### config.mk
export PLATFORM = sky130hd
export DESIGN_NAME = crate_reg_file
export DESIGN_NICKNAME = d
export VERILOG_FILES = /design/src/rtl/crf_pkg.sv /design/src/rtl/crf_addr_match.sv /design/src/rtl/crf_csr.sv /design/src/rtl/crf_thresh.sv /design/src/rtl/crate_reg_file.sv
export SDC_FILE = /design/constraint.sdc
export NUM_CORES = 1
export LEC_CHECK = 0
export BUFFER_PORTS_ARGS = -buffer_cell sky130_fd_sc_hd__buf_2
export CORE_MARGIN = 4
export CORE_UTILIZATION = 45
export DETAILED_ROUTE_END_ITERATION = 6
export PLACE_DENSITY = 0.7
export SLEW_MARGIN = 20
export SYNTH_ARGS = -nofsm -noshare
export SYNTH_HDL_FRONTEND = slang
export SYNTH_SLANG_ARGS = --single-unit
### constraint.sdc
create_clock -name clk_i -period 4.51 [get_ports clk_i]
set_input_delay 0.902 -clock clk_i [delete_from_list [all_inputs] [get_ports clk_i]]
set_output_delay 0.902 -clock clk_i [all_outputs]
set_load 0.02 [all_outputs]
### src/rtl/crf_pkg.sv
package crf_pkg;
  typedef enum logic [1:0] {
    AM_GEO   = 2'd0,
    AM_LOG   = 2'd1,
    AM_BCAST = 2'd2,
    AM_NONE  = 2'd3
  } amode_e;

  localparam logic [31:0] SA_CTRL  = 32'h0;
  localparam logic [31:0] SA_SCR   = 32'h3;
  localparam logic [31:0] SA_CLASS = 32'h7;

  localparam int CTRL_EN_SET = 1;
  localparam int CTRL_EN_CLR = 17;
  localparam int CTRL_RST    = 30;
endpackage

### src/rtl/crf_addr_match.sv
module crf_addr_match
  import crf_pkg::*;
#(
  parameter int SLOT_W = 5
) (
  input  amode_e            mode_i,
  input  logic              we_i,
  input  logic [31:0]       paddr_i,
  input  logic [SLOT_W-1:0] slot_i,
  input  logic              en_i,
  input  logic [31:0]       scr_i,
  input  logic [15:0]       class_i,
  output logic              hit_o
);
  always_comb begin
    unique case (mode_i)
      AM_GEO:   hit_o = (paddr_i == 32'(slot_i));
      AM_LOG:   hit_o = en_i && (paddr_i == scr_i);
      AM_BCAST: hit_o = !we_i && (paddr_i == 32'(class_i));
      default:  hit_o = 1'b0;
    endcase
  end
endmodule

### src/rtl/crf_csr.sv
module crf_csr
  import crf_pkg::*;
(
  input  logic        clk_i,
  input  logic        rst_ni,
  input  logic        wr_i,
  input  logic [31:0] saddr_i,
  input  logic [31:0] wdata_i,
  output logic        en_o,
  output logic [31:0] scr_o,
  output logic [15:0] class_o,
  output logic        mod_rst_o
);
  logic ctrl_wr;
  assign ctrl_wr   = wr_i && (saddr_i == SA_CTRL);
  assign mod_rst_o = ctrl_wr && wdata_i[CTRL_RST];

  always_ff @(posedge clk_i or negedge rst_ni) begin
    if (!rst_ni) begin
      en_o    <= 1'b0;
      scr_o   <= '0;
      class_o <= '0;
    end else begin
      if (ctrl_wr) begin
        if (wdata_i[CTRL_EN_CLR])      en_o <= 1'b0;
        else if (wdata_i[CTRL_EN_SET]) en_o <= 1'b1;
      end
      if (wr_i && saddr_i == SA_SCR) scr_o <= wdata_i;
      if (mod_rst_o)                          class_o <= '0;
      else if (wr_i && saddr_i == SA_CLASS)   class_o <= wdata_i[15:0];
    end
  end


  en_set_chk: assert property (@(posedge clk_i) disable iff (!rst_ni)
    (wr_i && saddr_i == SA_CTRL && wdata_i[CTRL_EN_SET] && !wdata_i[CTRL_EN_CLR]) |=> en_o);

  en_clr_chk: assert property (@(posedge clk_i) disable iff (!rst_ni)
    (wr_i && saddr_i == SA_CTRL && wdata_i[CTRL_EN_CLR]) |=> !en_o);

  rst_class_chk: assert property (@(posedge clk_i) disable iff (!rst_ni)
    (wr_i && saddr_i == SA_CTRL && wdata_i[CTRL_RST]) |=> (class_o == '0) && $stable(scr_o));
endmodule

### src/rtl/crf_thresh.sv
module crf_thresh #(
  parameter int          NUM_CH    = 16,
  parameter int          STRIDE_LG = 3,
  parameter logic [31:0] BASE      = 32'hC000_0002,
  parameter logic [31:0] ALL_ADDR  = 32'hC000_0082
) (
  input  logic        clk_i,
  input  logic        rst_ni,
  input  logic        wr_i,
  input  logic        clr_i,
  input  logic [31:0] saddr_i,
  input  logic [7:0]  wdata_i,
  output logic        rd_hit_o,
  output logic [7:0]  rd_val_o
);
  localparam int          IDX_W    = (NUM_CH > 1) ? $clog2(NUM_CH) : 1;
  localparam logic [31:0] NUM_CH_W = 32'(NUM_CH);

  logic [31:0] off, idx;
  logic        wr_all;
  logic [7:0]  th_q [NUM_CH];

  assign off      = saddr_i - BASE;
  assign idx      = off >> STRIDE_LG;
  assign rd_hit_o = (off[STRIDE_LG-1:0] == '0) && (idx < NUM_CH_W);
  assign wr_all   = wr_i && (saddr_i == ALL_ADDR);
  assign rd_val_o = rd_hit_o ? th_q[idx[IDX_W-1:0]] : 8'h00;

  for (genvar c = 0; c < NUM_CH; c++) begin : g_ch
    always_ff @(posedge clk_i or negedge rst_ni) begin
      if (!rst_ni)                                          th_q[c] <= '0;
      else if (clr_i)                                       th_q[c] <= '0;
      else if (wr_all || (wr_i && rd_hit_o && idx == 32'(c))) th_q[c] <= wdata_i;
    end
  end


  all_load_chk: assert property (@(posedge clk_i) disable iff (!rst_ni)
    (wr_i && saddr_i == ALL_ADDR) |=>
      (th_q[0] == $past(wdata_i)) && (th_q[NUM_CH-1] == $past(wdata_i)));

  clr_chk: assert property (@(posedge clk_i) disable iff (!rst_ni)
    clr_i |=> (th_q[0] == '0) && (th_q[NUM_CH-1] == '0));
endmodule

### src/rtl/crate_reg_file.sv
module crate_reg_file
  import crf_pkg::*;
#(
  parameter int          SLOT_W  = 5,
  parameter logic [15:0] MOD_ID  = 16'h0045,
  parameter int          NUM_CH  = 16,
  parameter logic [31:0] TH_BASE = 32'hC000_0002,
  parameter logic [31:0] TH_ALL  = 32'hC000_0082
) (
  input  logic              clk_i,
  input  logic              rst_ni,
  input  logic [SLOT_W-1:0] slot_i,
  input  logic              req_i,
  input  logic              we_i,
  input  logic [1:0]        mode_i,
  input  logic [31:0]       paddr_i,
  input  logic [31:0]       saddr_i,
  input  logic [31:0]       wdata_i,
  output logic [31:0]       rdata_o,
  output logic              ack_o
);
  logic        hit, wr, mod_rst, en, th_hit;
  logic [31:0] scr, rd_val;
  logic [15:0] cls;
  logic [7:0]  th_val;

  crf_addr_match #(.SLOT_W(SLOT_W)) u_match (
    .mode_i (amode_e'(mode_i)), .we_i(we_i), .paddr_i(paddr_i), .slot_i(slot_i),
    .en_i(en), .scr_i(scr), .class_i(cls), .hit_o(hit)
  );

  assign wr = req_i && we_i && hit;

  crf_csr u_csr (
    .clk_i(clk_i), .rst_ni(rst_ni), .wr_i(wr), .saddr_i(saddr_i), .wdata_i(wdata_i),
    .en_o(en), .scr_o(scr), .class_o(cls), .mod_rst_o(mod_rst)
  );

  crf_thresh #(.NUM_CH(NUM_CH), .STRIDE_LG(3), .BASE(TH_BASE), .ALL_ADDR(TH_ALL)) u_th (
    .clk_i(clk_i), .rst_ni(rst_ni), .wr_i(wr), .clr_i(mod_rst), .saddr_i(saddr_i),
    .wdata_i(wdata_i[7:0]), .rd_hit_o(th_hit), .rd_val_o(th_val)
  );

  always_comb begin
    if (saddr_i == SA_CTRL)       rd_val = {MOD_ID, 14'b0, en, 1'b0};
    else if (saddr_i == SA_SCR)   rd_val = scr;
    else if (saddr_i == SA_CLASS) rd_val = {16'b0, cls};
    else if (th_hit)              rd_val = {24'b0, th_val};
    else                          rd_val = '0;
  end

  always_ff @(posedge clk_i or negedge rst_ni) begin
    if (!rst_ni) begin
      ack_o   <= 1'b0;
      rdata_o <= '0;
    end else begin
      ack_o   <= req_i && hit;
      rdata_o <= (req_i && !we_i && hit) ? rd_val : '0;
    end
  end


  ack_cause_chk: assert property (@(posedge clk_i) disable iff (!rst_ni)
    ack_o |-> $past(req_i));

  geo_ack_chk: assert property (@(posedge clk_i) disable iff (!rst_ni)
    (req_i && mode_i == 2'd0 && paddr_i == 32'(slot_i)) |=> ack_o);

  bcast_wr_chk: assert property (@(posedge clk_i) disable iff (!rst_ni)
    (req_i && we_i && mode_i == 2'd2) |=> !ack_o);

  id_chk: assert property (@(posedge clk_i) disable iff (!rst_ni)
    (req_i && !we_i && hit && saddr_i == SA_CTRL) |=> (rdata_o[31:16] == MOD_ID) && !rdata_o[30]);
endmodule

==> reports/results.tsv <==
metric	value	unit
run status	completed	
Min-Delay Path Class	in -> async	
worst slew pin tran	826	ps
CTS clock-pin slew for the worst setup and hold paths	60	ps
CP startpoint kind	primary input	
Worst VDD drop	157	uV
crit end category	register	
top-count cell post-synth	dfrtp_1	
Hold Buf Count CTS	0	
hpwl dp	19800	um
num rows	56	
RSZ-0062 raised after global routing	false	
total core area	23500	um2
die width	162	um
top post-synthesis cells by count	dfrtp_1, mux2_2, nor2_1	
worst path arrival time	4350	ps
DRC viols	0	
critical path class	in -> reg	
CTS tree	done	
Post-synth top flop	dfrtp_1	
Initial Utilization	45.7	%
first-pass GRT wire length	43200	um
endpoints failing hold	0	
Final Cycle Share	88.0	%
pre-CTS setup slack	153	ps
via count	7457	
#FFs+latches synth	210	
CP Data Required Time	4890	ps
final clock skew	12.5	ps
Max Cap Viol	0	
P&R area growth vs syn	20.7	%
Critical Path Fanout Max	24	
drt first pass iters	5	
Setup TNS Final	0	ps
number of buffers inserted by post-CTS setup repair	0	
Syn Std Cell Area	10700	um2
Syn Nets	907	
post-synth top area cell	dfrtp_1	
Syn. warnings	0	
clock sinks	210	
Avg Vias per Cell	5.66	
number of synthesized flops with an enable pin	0	
Period minus WS final	3970	ps
async set or reset register ratio after synthesis	100	%
Pins Over Slew Limit	0	
Distinct cells, synth	59	
final WL	27500	um
Overflow after GRT	0	
GPL Wtd Cong	0.928	
fraction of layout cells with a size suffix above 1	46.3	%
CTS Buf Count	23	
largest net degree at the start of global routing	102	
Fill cells	1992	
Nets	1091	
total track usage	20.6	%
Tot Pwr	4.00	mW
pwr dens	309	nW/um2
clk_lat worst skew	510	ps
Seq/Total Area, Yosys	49.0	%
Slew Limit Headroom	44.8	%
number of global-route vias before repair	7621	
initial antenna violation count	1	
leakage power	6.33	nW
FMAX	252	MHz
Synth Instances	799	
Starting DRT DRC Count	464	
Clock Tree Buf Depth	3	
Antenna Violating Nets Remaining	0	
r2r setup slk	1040	ps
post-cts sizing count	0	
port bufs	139	
Setup-failing EPs final	0	
CTS H-tree depth	1	
synthesized area per cell	13.4	um2
top cell type's share of synthesized area	49.0	%
Clock Tree Root	clkbuf_16	
WL/cell	20.9	um
Die Ht	162	um
Synth area leaders	dfrtp_1, mux2_2, mux4_2, o41ai_4, xnor2_1	
final worst slack	542	ps
die area	26300	um2
I/O pin count	140	
## cells by family (layout without fill, tap and decap cells)
group / after synthesis / after routing / share of synthesized area [%]
xor+xnor: 61 / 61 / 4.99
compound gates: 80 / 80 / 8.52
buf+inv: 48 / 247 / 1.89
fa+ha+maj: 2 / 2 / 0.210
simple gates: 181 / 181 / 9.47
mux: 217 / 217 / 25.9
other cells: 0 / 1 / 0
flops: 210 / 210 / 49.0
## area by class of cell
type / instances / area, um2 / share of cell area [%]
diodes: 1 / 2.50 / 0.0193
clock buffers: 31 / 646 / 4.99
clock inverters: 9 / 76.3 / 0.590
inverters: 7 / 26.3 / 0.203
multi-input cells: 541 / 5330 / 41.2
flip-flops and latches: 210 / 5260 / 40.6
well taps: 319 / 399 / 3.09
repair buffers: 200 / 1200 / 9.28
## power by group
| group | total (mW) | switching (mW) | internal (mW) | leakage, nW |
|---|---|---|---|---|
| Sequential | 1.88 | 0.000000000000914 | 1.88 | 2.94 |
| Clock | 1.80 | 0.737 | 1.06 | 0.359 |
| Combinational | 0.317 | 0.203 | 0.115 | 3.03 |
## worst max-delay path, stage by stage
cell,delay (ps)
buf_2,110
inv_1,90
ha_1,210
nor4b_2,610
nand4b_1,260
a221oi_1,400
nand4_1,170
a2111o_2,450
buf_12,200
o41ai_4,360
buf_4,220
mux2_2,350
## layer usage
metal / GRT usage [%] / wire length, um
met1: 28.7 / 12100
met2: 34.3 / 13100
met3: 2.92 / 1520
met4: 5.50 / 707
met5: 0 / 0
## placed cells by master (no fill, tap or decap), types with 4 or more instances in the layout
| cell | instances |
|---|---|
| nor4_1 | 17 |
| dfrtp_1 | 210 |
| a211oi_1 | 14 |
| nand3_1 | 11 |
| xnor2_1 | 47 |
| clkbuf_1 | 4 |
| mux2i_1 | 24 |
| buf_2 | 138 |
| clkbuf_16 | 23 |
| nand4b_1 | 5 |
| mux4_2 | 32 |
| clkinv_2 | 6 |
| nand2_1 | 16 |
| o41ai_4 | 16 |
| xor2_1 | 10 |
| mux2_2 | 159 |
| clkbuf_8 | 5 |
| inv_1 | 7 |
| nor2_1 | 52 |
| buf_4 | 58 |
| a22oi_1 | 10 |
| nor3_1 | 7 |
| nand4_1 | 16 |
| and2_1 | 14 |
| nor2b_1 | 16 |
| a21oi_1 | 11 |
| a211o_1 | 7 |
## path summary, 6_finish.rpt
path | startpoint | cells after the start | endpoint
setup / recovery | saddr_i[2] | 12 | u_th.th_q[85]$_DFFE_PN0P_
hold / removal | rst_ni | 1 | u_csr.scr_o[23]$_DFFE_PN0P_
setup reg to reg | u_csr.scr_o[18]$_DFFE_PN0P_ | 10 | u_th.th_q[85]$_DFFE_PN0P_
hold reg to reg | u_th.th_q[30]$_DFFE_PN0P_ | 1 | u_th.th_q[30]$_DFFE_PN0P_
max in group asynchronous | rst_ni | 2 | u_th.th_q[41]$_DFFE_PN0P_
min in group clk_i | u_th.th_q[30]$_DFFE_PN0P_ | 1 | u_th.th_q[30]$_DFFE_PN0P_
## flip-flops by register name, indices dropped and copies added (netlist names)
register       flops
ack_o              1
rdata_o           32
u_csr.class_o     16
u_csr.en_o         1
u_csr.scr_o       32
u_th.th_q        128
## stage by stage
step / util [%] / hold slack [ps] / area [um2] / cells
after CTS: 55.1 / 494 / 12900 / 1317
after global routing: 55.1 / 513 / 12900 / 1318
after global placement: 52.0 / 467 / 12200 / 1277
after detailed placement: 52.0 / 481 / 12200 / 1277
final: 55.1 / 478 / 12900 / 1318
after floorplan: - / 452 / 10700 / 799
Power figures use the tool's default switching activity.
